### src/rtl/nor_seq_pkg.sv
package nor_seq_pkg;

    typedef enum logic {
        OP_PROGRAM = 1'b0,
        OP_ERASE   = 1'b1
    } op_e;

    typedef enum logic [1:0] {
        BUS_IDLE,
        BUS_SETUP,
        BUS_ACTIVE,
        BUS_HOLD
    } bus_st_e;

    typedef enum logic [1:0] {
        SQ_IDLE,
        SQ_CMD,
        SQ_POLL,
        SQ_CONFIRM
    } seq_st_e;

    typedef enum logic [1:0] {
        AK_FIRST,
        AK_SECOND,
        AK_TARGET
    } addr_kind_e;

    typedef struct packed {
        addr_kind_e kind;
        logic [7:0] code;
        logic       last;
    } step_t;

    localparam logic [7:0] CMD_KEY_A      = 8'hAA;
    localparam logic [7:0] CMD_KEY_B      = 8'h55;
    localparam logic [7:0] CMD_PROG       = 8'hA0;
    localparam logic [7:0] CMD_ERASE_PREP = 8'h80;
    localparam logic [7:0] CMD_ERASE_SECT = 8'h30;

    localparam int TOGGLE_BIT = 6;
    localparam int FAULT_BIT  = 5;

    // Unlock address: second selects the second unlock slot, byte_mode the x8 wiring.
    function automatic logic [11:0] unlock_addr(input logic second, input logic byte_mode);
        logic [11:0] a;
        case ({byte_mode, second})
            2'b00:   a = 12'h555;
            2'b01:   a = 12'h2AA;
            2'b10:   a = 12'hAAA;
            default: a = 12'h555;
        endcase
        return a;
    endfunction

    // Which address slot and code each write of a sequence uses.
    function automatic step_t step_lookup(input op_e op, input logic [2:0] idx);
        step_t s;
        if (op == OP_PROGRAM) begin
            case (idx)
                3'd0:    s = '{kind: AK_FIRST,  code: CMD_KEY_A, last: 1'b0};
                3'd1:    s = '{kind: AK_SECOND, code: CMD_KEY_B, last: 1'b0};
                3'd2:    s = '{kind: AK_FIRST,  code: CMD_PROG,  last: 1'b0};
                default: s = '{kind: AK_TARGET, code: 8'h00,     last: 1'b1};
            endcase
        end else begin
            case (idx)
                3'd0:    s = '{kind: AK_FIRST,  code: CMD_KEY_A,      last: 1'b0};
                3'd1:    s = '{kind: AK_SECOND, code: CMD_KEY_B,      last: 1'b0};
                3'd2:    s = '{kind: AK_FIRST,  code: CMD_ERASE_PREP, last: 1'b0};
                3'd3:    s = '{kind: AK_FIRST,  code: CMD_KEY_A,      last: 1'b0};
                3'd4:    s = '{kind: AK_SECOND, code: CMD_KEY_B,      last: 1'b0};
                default: s = '{kind: AK_TARGET, code: CMD_ERASE_SECT, last: 1'b1};
            endcase
        end
        return s;
    endfunction

endpackage

### src/rtl/nor_step_gen.sv
module nor_step_gen
    import nor_seq_pkg::*;
#(
    parameter int AW = 24,
    parameter int DW = 16
) (
    input  op_e           op,
    input  logic [2:0]    idx,
    input  logic          byte_mode,
    input  logic [AW-1:0] tgt_addr,
    input  logic [DW-1:0] wdata,
    output logic [AW-1:0] addr,
    output logic [DW-1:0] data,
    output logic          last
);
    localparam int HALF = DW / 2;

    step_t         s;
    logic [DW-1:0] payload;
    logic [DW-1:0] lane_mask;

    always_comb begin
        s = step_lookup(op, idx);
        case (s.kind)
            AK_FIRST:  addr = AW'(unlock_addr(1'b0, byte_mode));
            AK_SECOND: addr = AW'(unlock_addr(1'b1, byte_mode));
            default:   addr = tgt_addr;
        endcase
        if (s.kind == AK_TARGET && op == OP_PROGRAM) payload = wdata;
        else                                         payload = DW'(s.code);
        // In x8 wiring only the lower half of the bus is a live lane.
        lane_mask = byte_mode ? {{(DW-HALF){1'b0}}, {HALF{1'b1}}} : {DW{1'b1}};
        data      = payload & lane_mask;
        last      = s.last;
    end
endmodule

### src/rtl/nor_bus_cycle.sv
module nor_bus_cycle
    import nor_seq_pkg::*;
#(
    parameter int AW            = 24,
    parameter int DW            = 16,
    parameter int WE_LOW_CYCLES = 3,
    parameter int READ_CYCLES   = 2
) (
    input  logic          clk,
    input  logic          rst,
    input  logic          req,
    input  logic          req_read,
    input  logic [AW-1:0] req_addr,
    input  logic [DW-1:0] req_data,
    output logic          idle,
    output logic          ack,
    output logic [DW-1:0] rdata,
    output logic [AW-1:0] fl_addr,
    output logic [DW-1:0] fl_dq_o,
    input  logic [DW-1:0] fl_dq_i,
    output logic          fl_oe_n,
    output logic          fl_we_n,
    output logic          fl_ce_n
);
    localparam int MAXC = (WE_LOW_CYCLES > READ_CYCLES) ? WE_LOW_CYCLES : READ_CYCLES;
    localparam int CW   = $clog2(MAXC + 1);

    bus_st_e       st;
    logic [CW-1:0] cnt;
    logic          rd_q;

    assign idle = (st == BUS_IDLE);
    assign ack  = (st == BUS_HOLD);

    always_ff @(posedge clk) begin
        if (rst) begin
            st      <= BUS_IDLE;
            cnt     <= '0;
            rd_q    <= 1'b0;
            rdata   <= '0;
            fl_addr <= '0;
            fl_dq_o <= '0;
            fl_oe_n <= 1'b1;
            fl_we_n <= 1'b1;
            fl_ce_n <= 1'b1;
        end else begin
            case (st)
                BUS_IDLE: begin
                    if (req) begin
                        st      <= BUS_SETUP;
                        fl_ce_n <= 1'b0;
                        fl_addr <= req_addr;
                        fl_dq_o <= req_read ? '0 : req_data;
                        rd_q    <= req_read;
                    end
                end
                BUS_SETUP: begin
                    st <= BUS_ACTIVE;
                    if (rd_q) begin
                        fl_oe_n <= 1'b0;
                        cnt     <= CW'(READ_CYCLES - 1);
                    end else begin
                        fl_we_n <= 1'b0;
                        cnt     <= CW'(WE_LOW_CYCLES - 1);
                    end
                end
                BUS_ACTIVE: begin
                    if (cnt == '0) begin
                        st      <= BUS_HOLD;
                        fl_we_n <= 1'b1;
                        fl_oe_n <= 1'b1;
                        if (rd_q) rdata <= fl_dq_i;
                    end else begin
                        cnt <= cnt - 1'b1;
                    end
                end
                default: begin
                    st      <= BUS_IDLE;
                    fl_ce_n <= 1'b1;
                end
            endcase
        end
    end
endmodule

### src/rtl/nor_poll_judge.sv
module nor_poll_judge (
    input  logic clk,
    input  logic rst,
    input  logic clr,
    input  logic valid,
    input  logic tog_bit,
    input  logic fault_bit,
    output logic have_prev,
    output logic toggled,
    output logic fault
);
    logic prev_tog;

    always_ff @(posedge clk) begin
        if (rst) begin
            have_prev <= 1'b0;
            prev_tog  <= 1'b0;
        end else if (clr) begin
            have_prev <= 1'b0;
        end else if (valid) begin
            have_prev <= 1'b1;
            prev_tog  <= tog_bit;
        end
    end

    assign toggled = have_prev && (prev_tog != tog_bit);
    assign fault   = fault_bit;
endmodule

### src/rtl/nor_cmd_seq.sv
module nor_cmd_seq
    import nor_seq_pkg::*;
#(
    parameter int AW            = 24,
    parameter int DW            = 16,
    parameter int WE_LOW_CYCLES = 3,
    parameter int READ_CYCLES   = 2
) (
    input  logic          clk,
    input  logic          rst,
    input  logic          start,
    input  logic          op_code,
    input  logic [AW-1:0] op_addr,
    input  logic [DW-1:0] op_data,
    input  logic          byte_mode,
    output logic          busy,
    output logic          done,
    output logic          error,
    output logic [AW-1:0] fl_addr,
    output logic [DW-1:0] fl_dq_o,
    input  logic [DW-1:0] fl_dq_i,
    output logic          fl_oe_n,
    output logic          fl_we_n,
    output logic          fl_ce_n
);
    seq_st_e       state;
    logic [2:0]    step;
    op_e           op_q;
    logic [AW-1:0] addr_q;
    logic [DW-1:0] data_q;
    logic          bm_q;
    logic          pending;

    logic [AW-1:0] st_addr;
    logic [DW-1:0] st_data;
    logic          st_last;
    logic          bus_idle, bus_ack;
    logic [DW-1:0] rdata;
    logic          have_prev, toggled, fault;
    logic          is_read, req, accept;
    logic          finish, fin_err, go_confirm, judge_clr;
    logic          status_unused;

    nor_step_gen #(.AW(AW), .DW(DW)) u_step (
        .op        (op_q),
        .idx       (step),
        .byte_mode (bm_q),
        .tgt_addr  (addr_q),
        .wdata     (data_q),
        .addr      (st_addr),
        .data      (st_data),
        .last      (st_last)
    );

    assign is_read = (state == SQ_POLL) || (state == SQ_CONFIRM);
    assign req     = (state != SQ_IDLE) && !pending;
    assign accept  = req && bus_idle;

    nor_bus_cycle #(
        .AW(AW), .DW(DW), .WE_LOW_CYCLES(WE_LOW_CYCLES), .READ_CYCLES(READ_CYCLES)
    ) u_bus (
        .clk      (clk),
        .rst      (rst),
        .req      (req),
        .req_read (is_read),
        .req_addr (is_read ? addr_q : st_addr),
        .req_data (st_data),
        .idle     (bus_idle),
        .ack      (bus_ack),
        .rdata    (rdata),
        .fl_addr  (fl_addr),
        .fl_dq_o  (fl_dq_o),
        .fl_dq_i  (fl_dq_i),
        .fl_oe_n  (fl_oe_n),
        .fl_we_n  (fl_we_n),
        .fl_ce_n  (fl_ce_n)
    );

    // Only the two status bits take part in the verdict.
    assign status_unused = ^{rdata[DW-1:TOGGLE_BIT+1], rdata[FAULT_BIT-1:0]};

    nor_poll_judge u_judge (
        .clk       (clk),
        .rst       (rst),
        .clr       (judge_clr),
        .valid     (bus_ack && is_read),
        .tog_bit   (rdata[TOGGLE_BIT]),
        .fault_bit (rdata[FAULT_BIT]),
        .have_prev (have_prev),
        .toggled   (toggled),
        .fault     (fault)
    );

    always_comb begin
        finish     = bus_ack && have_prev &&
                     (((state == SQ_POLL) && !toggled) || (state == SQ_CONFIRM));
        fin_err    = (state == SQ_CONFIRM) && toggled;
        go_confirm = (state == SQ_POLL) && bus_ack && have_prev && toggled && fault;
        judge_clr  = ((state == SQ_CMD) && bus_ack && st_last) || go_confirm;
    end

    always_ff @(posedge clk) begin
        if (rst) begin
            state   <= SQ_IDLE;
            step    <= '0;
            op_q    <= OP_PROGRAM;
            addr_q  <= '0;
            data_q  <= '0;
            bm_q    <= 1'b0;
            pending <= 1'b0;
            busy    <= 1'b0;
            done    <= 1'b0;
            error   <= 1'b0;
        end else begin
            done  <= 1'b0;
            error <= 1'b0;
            if (accept)       pending <= 1'b1;
            else if (bus_ack) pending <= 1'b0;
            case (state)
                SQ_IDLE: begin
                    if (start) begin
                        op_q   <= op_e'(op_code);
                        addr_q <= op_addr;
                        data_q <= op_data;
                        bm_q   <= byte_mode;
                        step   <= '0;
                        busy   <= 1'b1;
                        state  <= SQ_CMD;
                    end
                end
                SQ_CMD: begin
                    if (bus_ack) begin
                        if (st_last) state <= SQ_POLL;
                        else         step  <= step + 1'b1;
                    end
                end
                SQ_POLL: begin
                    if (go_confirm) state <= SQ_CONFIRM;
                end
                default: ;
            endcase
            if (finish) begin
                state <= SQ_IDLE;
                busy  <= 1'b0;
                done  <= !fin_err;
                error <= fin_err;
            end
        end
    end
endmodule

### config.mk
export PLATFORM = sky130hd
export DESIGN_NAME = nor_cmd_seq
export DESIGN_NICKNAME = d
export VERILOG_FILES = /design/src/rtl/nor_seq_pkg.sv /design/src/rtl/nor_step_gen.sv /design/src/rtl/nor_bus_cycle.sv /design/src/rtl/nor_poll_judge.sv /design/src/rtl/nor_cmd_seq.sv
export SDC_FILE = /design/constraint.sdc
export NUM_CORES = 1
export LEC_CHECK = 0
export CAP_MARGIN = 20
export CORE_ASPECT_RATIO = 0.75
export CORE_MARGIN = 3
export CORE_UTILIZATION = 49
export DETAILED_ROUTE_END_ITERATION = 8
export PLACE_DENSITY = 0.87
export SLEW_MARGIN = 20
export SYNTH_ARGS = -nofsm -noshare
export SYNTH_HDL_FRONTEND = slang
export SYNTH_SLANG_ARGS = --single-unit
### constraint.sdc
create_clock -name clk -period 2.2 [get_ports clk]
set_input_delay 0.33 -clock clk [delete_from_list [all_inputs] [get_ports clk]]
set_output_delay 0.33 -clock clk [all_outputs]
set_load 0.02 [all_outputs]
# ---- After elaboration in Yosys (flattened, before gate mapping)
# Index checks and enable logic that the tools add are counted.
dict set report totals {
  register_bits 108
  latchBits 0
  mem_bits_rw 0
  rom_bits 0
  inputBits 61
  wordCells 134
  mem_count 0
}
dict set report op_classes {
  addsub 2
  multipliers 0
  div 0
  order_cmp 0
  eq_ne 23
  shifts 0
  mux 34
  bitwise_logic 6
  n_reduce_logical 48
}
# op count
set op_table {}
lappend op_table {{case mux 11 bit (3 select lines)} 2}
lappend op_table {{two-way mux 16 bit} 3}
lappend op_table {{case mux 24 bit (2 select lines)} 1}
lappend op_table {{two-way mux 24 bit} 1}
lappend op_table {{case mux 12 bit (2 select lines)} 1}
lappend op_table {{two-way mux 11 bit} 2}
lappend op_table {{AND 16 bit} 1}
lappend op_table {{two-way mux 2 bit} 8}
lappend op_table {{logical AND 1 bit} 15}
lappend op_table {{!= test 2 bit, second input constant} 6}
lappend op_table {{case mux 2 bit (3 select lines)} 2}
lappend op_table {{AND reduction 2 bit} 6}
lappend op_table {{OR reduction 2 bit} 6}
lappend op_table {{equality test 2 bit, second input constant} 5}
lappend op_table {{two-way mux 3 bit} 3}
lappend op_table {{AND reduction 3 bit} 3}
lappend op_table {{zero test 2 bit} 4}
lappend op_table {{!= test 2 x 1 -> 1 bit, second input constant} 4}
lappend op_table {{nonzero test 2 bit} 4}
lappend op_table {{equality test 2 x 1 -> 1 bit, second input constant} 3}
lappend op_table {{equality test 3 x 2 -> 1 bit, second input constant} 2}
lappend op_table {{two-way mux 1 bit} 6}
lappend op_table {{case mux 1 bit (2 select lines)} 3}
lappend op_table {{case mux 3 bit (2 select lines)} 1}
lappend op_table {{other kinds (13)} 21}

# ---- Logic depth before layout (Yosys ltp)
dict set report depth {
  ltp_word 9
  ltp_mapped 9
  ltp_nobuf 7
}

# ---- Cells and area by module
# From an unflattened synthesis, not the netlist that was laid out.
dict set report unflattened {
  hier_cells 678
  area_unflattened_um2 5494.0
}
# mod instances cells_per_inst area_each_um2 seq_area_each_um2
set by_module_without_submodules {}
lappend by_module_without_submodules {nor_bus_cycle 1 301 2542.4 1281.2}
lappend by_module_without_submodules {nor_cmd_seq 1 267 2240.9 1021.0}
lappend by_module_without_submodules {nor_step_gen 1 99 605.6 0.0}
lappend by_module_without_submodules {nor_poll_judge 1 11 105.1 40.0}

# ---- Worst setup path after synthesis
# OpenSTA, ideal clock, no wires.
dict set report synth_path {
  path_type {register to register}
  startpoint {register state[0]}
  endpoint {register u_bus.fl_addr[10]}
  setup_time_ns 0.122
  t_arrival_ns 1.912
  path_slack_ns 0.166
  path_stages_with_launch 8
  cell_sequence {dfxtp_1 > inv_1 > ha_1 > clkbuf_1 > nor3b_2 > nor2_1 > clkbuf_1 > a221o_1}
}
dict set report synth_between {
  elab_chain_cells 3
  word_cells_on_any_way 7
  cone_classes {2 x eq/ne; 1 x mux; 4 x reduce/logical}
}
# element line_no
set synth_rtl {}
lappend synth_rtl {{from (decl)} nor_cmd_seq.sv:26} ;# seq_st_e state;
lappend synth_rtl {{from (signal assigned)} nor_cmd_seq.sv:104} ;# state <= SQ_IDLE;
lappend synth_rtl {{from (signal assigned)} nor_cmd_seq.sv:128} ;# state <= SQ_CMD;
lappend synth_rtl {{from (signal assigned)} nor_cmd_seq.sv:133} ;# if (st_last) state <= SQ_POLL;
lappend synth_rtl {{equality test 2 bit or nonzero test 2 bit (tied branches)} {nor_cmd_seq.sv:55, nor_cmd_seq.sv:56}}
lappend synth_rtl {{logical OR 1 bit or logical AND 1 bit (tied branches)} {nor_cmd_seq.sv:55, nor_cmd_seq.sv:56}}
lappend synth_rtl {{two-way mux 24 bit or AND reduction 2 bit (tied branches)} n/a}
lappend synth_rtl {{to (signal assigned)} nor_bus_cycle.sv:52} ;# fl_addr <= req_addr;
lappend synth_rtl {{to (decl)} nor_bus_cycle.sv:18} ;# output logic [AW-1:0] fl_addr,
# Several ways; a longest one is shown, not always the timed one.
# A chain may end at the register's enable or synchronous reset.

# ---- Worst setup path after layout
dict set report layout_path {
  startpoint {register step[0]}
  endpoint {register u_bus.fl_addr[11]}
}
dict set report layout_between {
  elab_chain_cells 7
  word_cells_on_any_way 14
  cone_classes {5 x eq/ne; 5 x mux; 4 x reduce/logical}
}
# element line_no
set layout_rtl {}
lappend layout_rtl {{from (decl)} nor_cmd_seq.sv:27} ;# logic [2:0] step;
lappend layout_rtl {{from (signal assigned)} nor_cmd_seq.sv:134} ;# else step <= step + 1'b1;
lappend layout_rtl {{equality test 3 x 1 -> 1 bit (tied with other cells)} {nor_seq_pkg.sv:59, nor_seq_pkg.sv:66}}
lappend layout_rtl {{OR reduction 2 bit (no line)} n/a}
lappend layout_rtl {{case mux 11 bit (3 select lines)} nor_seq_pkg.sv:66} ;# case (idx)
lappend layout_rtl {{two-way mux 11 bit *} nor_seq_pkg.sv:58} ;# if (op == OP_PROGRAM) begin
lappend layout_rtl {{equality test 2 x 1 -> 1 bit or zero test 2 bit (tied branches)} nor_step_gen.sv:24} ;# case (s.kind)
lappend layout_rtl {{case mux 24 bit (2 select lines) *} nor_step_gen.sv:24}
lappend layout_rtl {{two-way mux 24 bit *} nor_cmd_seq.sv:66} ;# .req_addr (is_read ? addr_q : st_addr),
# Mark *: on every way between the ends. The rest lies on a longest branch, timed or not.

==> impl_summary.md <==
Global route
The via count of the first global-routing pass is 3,741. In the global route stage, overall resource usage came out at roughly 22%. The first global-routing pass estimated 17,700 um of wire. The remaining global-route overflow is 0. The maximum number of pins on one net before global-route repair is ~50. The initial antenna violation count was 0.

Cells and area
The fraction of final layout cells with drive strength greater than 1 is 9.63%. The synthesis-to-layout area growth is 33.8%. The repair_antennas step left the layout with diodes totalling 0.

The final layout contains 673 nets. Leaving out filler cells and counting taps, the final layout contains ~710. After routing the design area is 5600 um2.

Routing
For this block, the via count after detailed routing is 3,854. After detailed routing, the average wire length per cell comes to ~15 um. In the routed layout, each cell is associated on average with a via count of 5.45. The first detailed-routing pass took 5 iterations. The final layout contains routed wiring with a total length of 10,700 um. For this run, design rule violations remaining after detail routing come to 0. The number of DRC markers after the initial detailed-route iteration is 268. The residual antenna-violating net count after detailed routing is 0.

Clock network
The total number of H-tree levels is 3. TritonCTS built the clock tree. The buffer levels on the longest clock path is 2. Clock-pin slew was measured on the worst setup and hold paths at 70 ps. The total CTS buffers is 9.

The clock sink total is 103. At the later pin of the worst-skew pair, clock insertion delay measures ~350 ps. The buffer type at the clock tree root is sky130_fd_sc_hd__clkbuf_16. The number of hold buffers added after CTS is 0.

Critical path
STA classifies the critical path endpoint as a register. The start-to-end type of the worst setup path is reg2reg. STA puts the critical path data arrival time at 2330 ps.

The flop-to-flop setup slack is 120 ps. The critical path startpoint category is a register. At the worst endpoint, the required time is about 2500 ps. The maximum fanout along the worst path is 6.

Timing
Setup repair after global routing left no endpoint under its margin. The final critical path takes up 94.4% of the cycle. After layout, the minimum clock period comes to 2080 ps.

The relative slew slack is 60.0%. For the pin with the worst max-slew slack, the measured transition is 597 ps. The number of endpoints with negative hold slack in the final report was 0.

The final sum of negative setup slack is 0 ps. Setup violations remaining at the end of the flow were counted as 0. Clock skew on the completed layout was measured at 11.6 ps. The peak clock frequency supported by timing is 481 MHz. The worst-case hold slack is between 400 and 500 ps. The final max-slew violation count is 0.

Synthesis
Counting every instance in the synthesized netlist gives 501. The count of state elements after synthesis is 103. The net count of the mapped netlist is 577. The cell area that synthesis handed to floorplanning was 4190 um2. The proportion of register bits with asynchronous set or reset after synthesis is 0%. Sequential elements use around half of the synthesized area. The synthesized design contains 0 enable-type register cells. The dominant register cell in the synthesized netlist is sky130_fd_sc_hd__dfxtp_1. Yosys printed 0 warnings.

The post-synthesis area per instance is 8.35 um2. The post-synthesis cell type count is 48.

Power and ir drop
The leakage power of the design is 2.13 nW. The power density of the placed cells is ~1100 nW/um2. The worst IR drop on VDD is 0.501 mV.

Floorplanning
Pin placement for this block handled 107 I/O pins. The initial cell density of the core is 51.7%. The x dimension of the die is 113 um. The core region is 8090 um2. After floorplanning, the core was divided into 28 placement rows.

The overall die area is between 9000 and 10,000 um2. The vertical extent of the die is about 86 um.

Placement
The cell count after placement is 688. The area of placed instances is 5250 um2. The total half-perimeter wirelength after legalization and detailed placement is 7610 um.

The final estimated routing congestion in global placement is ~0.84. In this run the tool buffered the top-level ports with between 90 and 100 buffer cells.

Flow run
The max-cap violation count is 0.

Worst hold path
The class of the worst hold path is reg2reg.

Run status
The run finished with clean final reports.
## report_power, final
group          internal, mW  switching, mW
Combinational         0.883           1.29
Clock                 0.821          0.733
Sequential             2.18          0.212
## state kept, by name (all words and copies together) (netlist names), 2 cells and up
signal,cells
u_bus.st,2
data_q,16
u_bus.fl_dq_o,16
step,3
u_bus.rdata,2
u_bus.cnt,2
addr_q,24
u_bus.fl_addr,24
state,2
## layout make-up
| type | instances | area (um2) |
|---|---|---|
| clock buffers | 11 | 243 |
| clock inverters | 5 | 51.3 |
| fillers | 639 | 2490 |
| inverters | 14 | 52.6 |
| multi-input cells | 355 | 1980 |
| flip-flops and latches | 103 | 2060 |
| well taps | 105 | 131 |
| repair buffers | 114 | 1080 |
## Yosys cell counts (all sizes together) (3+ instances only)
cell type,count,share of area (%)
o21ai,19,2.3
a221o,11,2.6
o21bai,3,0.54
mux2i,5,1.2
nand2,140,13
ha,15,4.5
nor2,34,3.0
nor3,4,0.60
or3,6,1.0
buf,7,1.1
clkbuf,22,2.0
a21oi,66,7.9
dfxtp,103,49
o22ai,3,0.45
nand3,3,0.36
a311oi,3,0.63
nand2b,5,0.75
a22oi,10,1.8
inv,14,1.3
## metal layers
metal,share of wire [%],GRT usage [%],vias up
met2,47,38.2,140
met1,44,27.9,1802
li1,-,-,1893
met4,1.7,7.31,0
met5,0,0,-
met3,7.1,5.78,19
## critical path, stage by stage (launching register included)
cell,delay [ps]
sky130_fd_sc_hd__dfxtp_2,350
sky130_fd_sc_hd__inv_2,60
sky130_fd_sc_hd__ha_2,200
sky130_fd_sc_hd__nor3_1,70
sky130_fd_sc_hd__or3_4,360
sky130_fd_sc_hd__and2_4,160
sky130_fd_sc_hd__buf_4,160
sky130_fd_sc_hd__or3_1,380
sky130_fd_sc_hd__a311oi_1,260
## path summary, 6_finish.rpt
check	from	to	cells past startpoint
max	step[0]	u_bus.fl_addr[11]	8
min	u_bus.fl_dq_o[3]	u_bus.fl_dq_o[3]	2
max reg2reg	step[0]	u_bus.fl_addr[11]	8
min reg2reg	u_bus.fl_dq_o[3]	u_bus.fl_dq_o[3]	2
## cells in the final DEF, fill, tap and decap left out, drive strengths merged, types with 2 or more instances in the layout
| master | netlist | layout |
|---|---|---|
| nor4 | 2 | 2 |
| clkbuf | 22 | 11 |
| a221o | 11 | 11 |
| clkdlybuf4s50 | 0 | 91 |
| o21bai | 3 | 3 |
| nor3b | 2 | 2 |
| nand2b | 5 | 5 |
| xor2 | 2 | 2 |
| nand3 | 3 | 3 |
| o21ai | 19 | 19 |
| nand2 | 140 | 140 |
| mux2i | 5 | 5 |
| nor2b | 2 | 2 |
| a21oi | 66 | 66 |
| inv | 14 | 16 |
| a22oi | 10 | 10 |
| nor3 | 4 | 4 |
| a311oi | 3 | 3 |
| a211oi | 2 | 2 |
| clkinv | 0 | 3 |
| dfxtp | 103 | 103 |
| ha | 15 | 15 |
| a22o | 2 | 2 |
| and2 | 2 | 2 |
| or3 | 6 | 6 |
| o22ai | 3 | 3 |
| buf | 7 | 23 |
| nor2 | 34 | 34 |
| o31ai | 2 | 2 |
## cell families (layout without fill, tap and decap cells)
family                     Yosys count  in the layout  share of synthesized area (%)
DFF                                103            103                           49.3
adders and majority gates           15             15                           4.48
and+or+nand+nor                    201            201                           20.7
muxes                                6              6                           1.46
AOI/OAI and AO/OA                  130            130                           19.1
buffers and inverters               43            144                           4.30
xor gates and xnor gates             3              3                          0.628
## metrics by stage
stage	power [mW]	setup slack [ps]	utilization [%]
finish	6.11	123	69.2
global route	6.45	2.36	69.2
CTS	6.09	56.3	68.5
detailed placement	4.53	-53.0	64.8
global placement	4.42	47.2	64.8
floorplan	3.72	166	-
## timing repair
| item | 4_1_cts | 5_1_grt |
|---|---|---|
| hold endpoints to repair | 0 | 0 |
| gates resized for setup | 1 | 12 |
| setup buffers | 0 | 3 |
| pin swaps | 0 | 3 |
| setup endpoints to repair | 12 | 30 |
(Power assumes the default switching activity.)
